--- config.mk ---
export PLATFORM = sky130hd
export DESIGN_NAME = chan_remap_xbar
export DESIGN_NICKNAME = d
export VERILOG_FILES = /design/src/rtl/chan_remap_xbar.sv
export SDC_FILE = /design/constraint.sdc
export NUM_CORES = 1
export LEC_CHECK = 0
export ABC_AREA = 1
export ABC_CLOCK_PERIOD_IN_PS = 810
export CORE_MARGIN = 4
export CORE_UTILIZATION = 25
export CTS_BUF_LIST = sky130_fd_sc_hd__clkbuf_2 sky130_fd_sc_hd__clkbuf_4 sky130_fd_sc_hd__clkbuf_8
export CTS_CLUSTER_DIAMETER = 150
export DETAILED_ROUTE_END_ITERATION = 7
export SETUP_SLACK_MARGIN = 0.3
export SYNTH_ARGS = -nofsm -noshare
export SYNTH_HDL_FRONTEND = slang
export SYNTH_SLANG_ARGS = --single-unit
export TNS_END_PERCENT = 100
--- constraint.sdc ---
create_clock -name clk -period 0.81 [get_ports clk]
set_input_delay 0.1215 -clock clk [delete_from_list [all_inputs] [get_ports clk]]
set_output_delay 0.1215 -clock clk [all_outputs]
set_load 0.1 [all_outputs]
--- src/rtl/chan_remap_xbar.sv ---
module chan_remap_xbar #(
  parameter int NCH      = 8,
  parameter int DW       = 16,
  parameter int SUB      = 4,
  parameter bit PIPE     = 1'b0,
  parameter bit REMAP_EN = 1'b0,
  localparam int SW = (NCH > 1) ? $clog2(NCH) : 1
) (
  input  logic              clk,
  input  logic              rst_n,
  input  logic              in_valid,
  input  logic [NCH*DW-1:0] in_data,
  input  logic              cfg_we,
  input  logic [SW-1:0]     cfg_idx,
  input  logic [SW-1:0]     cfg_sel,
  output logic              out_valid,
  output logic [NCH*DW-1:0] out_data
);
  localparam int NG  = (NCH + SUB - 1) / SUB;
  localparam int LW  = (SUB > 1) ? $clog2(SUB) : 1;
  localparam int HW  = (NG > 1) ? $clog2(NG) : 1;
  localparam int LAT = PIPE ? 2 : 1;

  logic v_mid;

  if (PIPE) begin : g_vpipe
    always_ff @(posedge clk)
      if (!rst_n) v_mid <= 1'b0;
      else        v_mid <= in_valid;
  end else begin : g_vdirect
    assign v_mid = in_valid;
  end

  always_ff @(posedge clk)
    if (!rst_n) out_valid <= 1'b0;
    else        out_valid <= v_mid;

  if (REMAP_EN) begin : g_remap
    logic [SW-1:0] sel_q [NCH];

    always_ff @(posedge clk)
      if (!rst_n) begin
        for (int i = 0; i < NCH; i++) sel_q[i] <= SW'(i);
      end else if (cfg_we && int'(cfg_idx) < NCH) begin
        sel_q[cfg_idx] <= cfg_sel;
      end


    sel_write_chk: assert property (@(posedge clk) disable iff (!rst_n)
      (cfg_we && int'(cfg_idx) < NCH) |=> sel_q[$past(cfg_idx)] == $past(cfg_sel));

    for (genvar o = 0; o < NCH; o++) begin : g_out
      logic [SW-1:0] eff;
      logic [LW-1:0] lo;
      logic [HW-1:0] hi, hi_s;
      logic [DW-1:0] l1 [NG];
      logic [DW-1:0] l1_s [NG];
      logic [DW-1:0] l2, q;

      assign eff = (int'(sel_q[o]) < NCH) ? sel_q[o] : '0;
      assign lo  = LW'(int'(eff) % SUB);
      assign hi  = HW'(int'(eff) / SUB);

      for (genvar g = 0; g < NG; g++) begin : g_sub
        always_comb begin
          l1[g] = '0;
          for (int k = 0; k < SUB; k++)
            if (g * SUB + k < NCH && lo == LW'(k))
              l1[g] = in_data[((g * SUB + k) % NCH) * DW +: DW];
        end
      end

      if (PIPE) begin : g_reg
        always_ff @(posedge clk)
          if (!rst_n) begin
            hi_s <= '0;
            for (int g = 0; g < NG; g++) l1_s[g] <= '0;
          end else if (in_valid) begin
            hi_s <= hi;
            l1_s <= l1;
          end
      end else begin : g_wire
        assign hi_s = hi;
        assign l1_s = l1;
      end

      always_comb begin
        l2 = '0;
        for (int g = 0; g < NG; g++)
          if (hi_s == HW'(g)) l2 = l1_s[g];
      end

      always_ff @(posedge clk)
        if (!rst_n)     q <= '0;
        else if (v_mid) q <= l2;

      assign out_data[o*DW +: DW] = q;
    end
  end else begin : g_pass
    logic cfg_unused;
    assign cfg_unused = cfg_we ^ (^cfg_idx) ^ (^cfg_sel);

    if (PIPE) begin : g_reg
      logic [NCH*DW-1:0] mid;
      always_ff @(posedge clk)
        if (!rst_n)        mid <= '0;
        else if (in_valid) mid <= in_data;
      always_ff @(posedge clk)
        if (!rst_n)     out_data <= '0;
        else if (v_mid) out_data <= mid;
    end else begin : g_wire
      always_ff @(posedge clk)
        if (!rst_n)        out_data <= '0;
        else if (in_valid) out_data <= in_data;
    end


    passthru_chk: assert property (@(posedge clk) disable iff (!rst_n)
      (!PIPE && out_valid) |-> out_data == $past(in_data));
  end


  reset_clear_chk: assert property (@(posedge clk)
    !rst_n |=> (!out_valid && out_data == '0));


  valid_lat_chk: assert property (@(posedge clk) disable iff (!rst_n)
    out_valid |-> $past(in_valid, LAT));


  hold_chk: assert property (@(posedge clk) disable iff (!rst_n)
    !$past(v_mid) |-> $stable(out_data));
endmodule

==> impl_metrics.yaml <==
setup_path:
  cp_top_family: "flip-flops"
  cp_num_cells: 1
  worst-r2r-setup-slack_ns: 0.10
  crit_fanout: 2
  reg2reg_from: "out_data[19]"
  cp_slowest_stage_delay_ns: 0.38
  startpoint_type: "flop"
  crit_buf_inv: 1
  cp_cell_sequence: "buf_12"
  crit_path_top_delay_cell: "dfxtp_4"
  endpoint_kind: "output port"
  crit_arrival_ns: 0.99
  r2r_end: "out_data[19]"
  r2r_cells: 3
  worstPathRequired_ns: 0.69
  crit_type: "flop to output port"
timing:
  hold_slack_ns: -0.00514
  period_minus_slack_ns: 1.11
  grt_setup_unrepaired: "yes"
  fmaxAchievable_ghz: 0.903
  max-slew-margin-rel_pct: 83.5
  setup_slack_ns: -0.297
  worst_clock_skew_ns: 0
  fin_crit_sh_pct: 137
  hold_violations: 1
  slew_violations: 0
  worst_slew_pin_slew_ns: 0.248
  setup_violations: 129
finish:
  drive_gt1_share_pct: 37.2
  final_nets: 1211
  regArea_sq_mm: 0.00307
  final_cells: 1361
  area_growth_pct: 100
  nFillCells: 1996
  multi_input_area_sq_mm: 0.00220
  final_common_cell: "nand2_1"
  mostFrequentLayoutCells: "nand2_1, nor2_1, buf_12, inv_1, dfxtp_4"
  n_antenna_cell: 0
synth:
  synth_top_family_by_area: "simple AND/OR/NAND/NOR gates"
  synthAdderAreaFrac_pct: 0
  synth_area_leaders: "dfxtp_1, nand2_1, nor2_1"
  syn_nets: 952
  synth_compound_area_share_pct: 0
  synthSimpleGateAreaFrac_pct: 35.9
  synth-xor-area-share_pct: 0
  synth_top_cell_by_area: "dfxtp_1"
  synth.avg_cell_area_sq_um: 6.59
  synthCells: 814
  yosysSeqAreaShare_pct: 48.1
  synthMuxAreaShare_pct: 0
  synth_area_sq_mm: 0.00536
  synth_top_area_share_pct: 48.1
  synth_cell_types: 8
  yosysWarningCount: 0
  ys_seq_elements: 129
place:
  placed_cells: 1321
  hpwlAfterDp_microns: 12000
  io_buffers: 259
  gp_congestion: 0.742
outcome:
  failed_checks: "negative hold slack, negative setup slack"
  status: "finished with violations"
global_route:
  grtUsageTotal_pct: 13.1
  grt_pass1_wl_microns: 25000
  grt_start_max_net_pins: 52
  grt_pass1_vias: 4918
  antenna_found_initial: 0
  grt_overflow: 0
clock_tree:
  cts_tree: "done"
  cts_root_buffer: "clkbuf_8"
  path_clk_slew_ns: 0.08
  cts_buffers: 17
  cts_sinks: 129
  cts_max_level: 4
  clk_latency_ns: 0.43
  cts_buffer_depth: 2
power:
  p_total_mw: 21.0
  vdd_drop_max_mv: 0.839
  p_leak_nw: 5.03
  powerDensity_mw_per_mm2: 1960
floorplanning:
  die-area_sq_mm: 0.0239
  core-area_sq_mm: 0.0211
  die_w_microns: 154
  initial_core_util_pct: 25.4
  ios: 267
  die_h_microns: 154
  core.rowCount: 53
route:
  antenna_left: 0
  drt_first_pass_iters: 4
  wl_per_cell_microns: 11.9
  drc: 0
  routed_wl_microns: 16100
  initialDrtViolationCount: 144
  via_count: 5323
  viasPerCell: 3.91
hold_path:
  holdCritStartpoint: "rst_n"
  hp-class: "input pin to flop"
  min_path_cells: 3
  min_to: "out_data[8]"
run:
  drv_cap: 0
[metal layers]
metal  vias to the layer above  GRT usage, %  share of wire [%]  wire [microns]
met5                         -             0                  0               0
met4                         0          4.58                1.9             303
met3                        21          6.63                9.7            1570
met2                       173          21.8                 48            7720
met1                      2315          14.6                 41            6540
li1                       2814             -                  -               -
[per-stage QoR]
stage	setup TNS (ns)	worst slack, ns	util [%]	cell area (sq um)
floorplan	0	0.0611	-	5870
global placement	-7.33	-0.0907	46.9	9890
detailed placement	-8.61	-0.102	46.9	9890
CTS	-42.63	-0.356	49.4	10400
global route	-44.79	-0.366	50.9	10700
finish	-35.53	-0.297	50.9	10700
[logic make-up (layout without fill, tap and decap cells)]
logic type	count (synthesis)	in the layout
buffers and inverters	172	444
AND/OR/NAND/NOR	513	513
flip-flops	129	129
[where the power goes]
part | internal [mW] | switching [mW]
logic | 2.77 | 4.34
registers | 6.69 | 0.511
clock network | 4.06 | 2.65
total | 13.5 | 7.50
[synthesized netlist by cell type, drive strengths merged]
cell type  count
nand2        257
nor2         256
dfxtp        129
inv          129
buf           42
clkbuf         1
[state kept, by name (all words and copies together) (netlist names)]
signal,count
out_data,128
out_valid,1
[layout make-up]
| cell class | count | area share [%] |
|---|---|---|
| repair buffers | 283 | 38.6 |
| flip-flops and latches | 129 | 28.6 |
| multi-input cells | 513 | 20.5 |
| inverters | 129 | 4.51 |
| well taps | 275 | 3.21 |
| clock buffers | 19 | 2.32 |
| clock inverters | 13 | 2.18 |
[how the worst max path moves through the flow]
stage	startpoint	end	slack [ns]
final	out_data[21]	out_data[21]	-0.30
after global routing	out_data[28]	out_data[28]	-0.37
after CTS	out_data[38]	out_data[38]	-0.36
after detailed placement	in_data[76]	out_data[76]	-0.10
after global placement	in_valid	out_data[100]	-0.09
after floorplan	out_data[125]	out_data[125]	0.06
[timing repair]
action,in CTS,in global routing
cloned,0,0
setup endpoints to repair,257,257
pin swaps,80,19
hold endpoints to repair,1,1
setup buffers,0,8
gates resized for setup,19,86
Note: power is estimated with default switching activity, not from simulation.
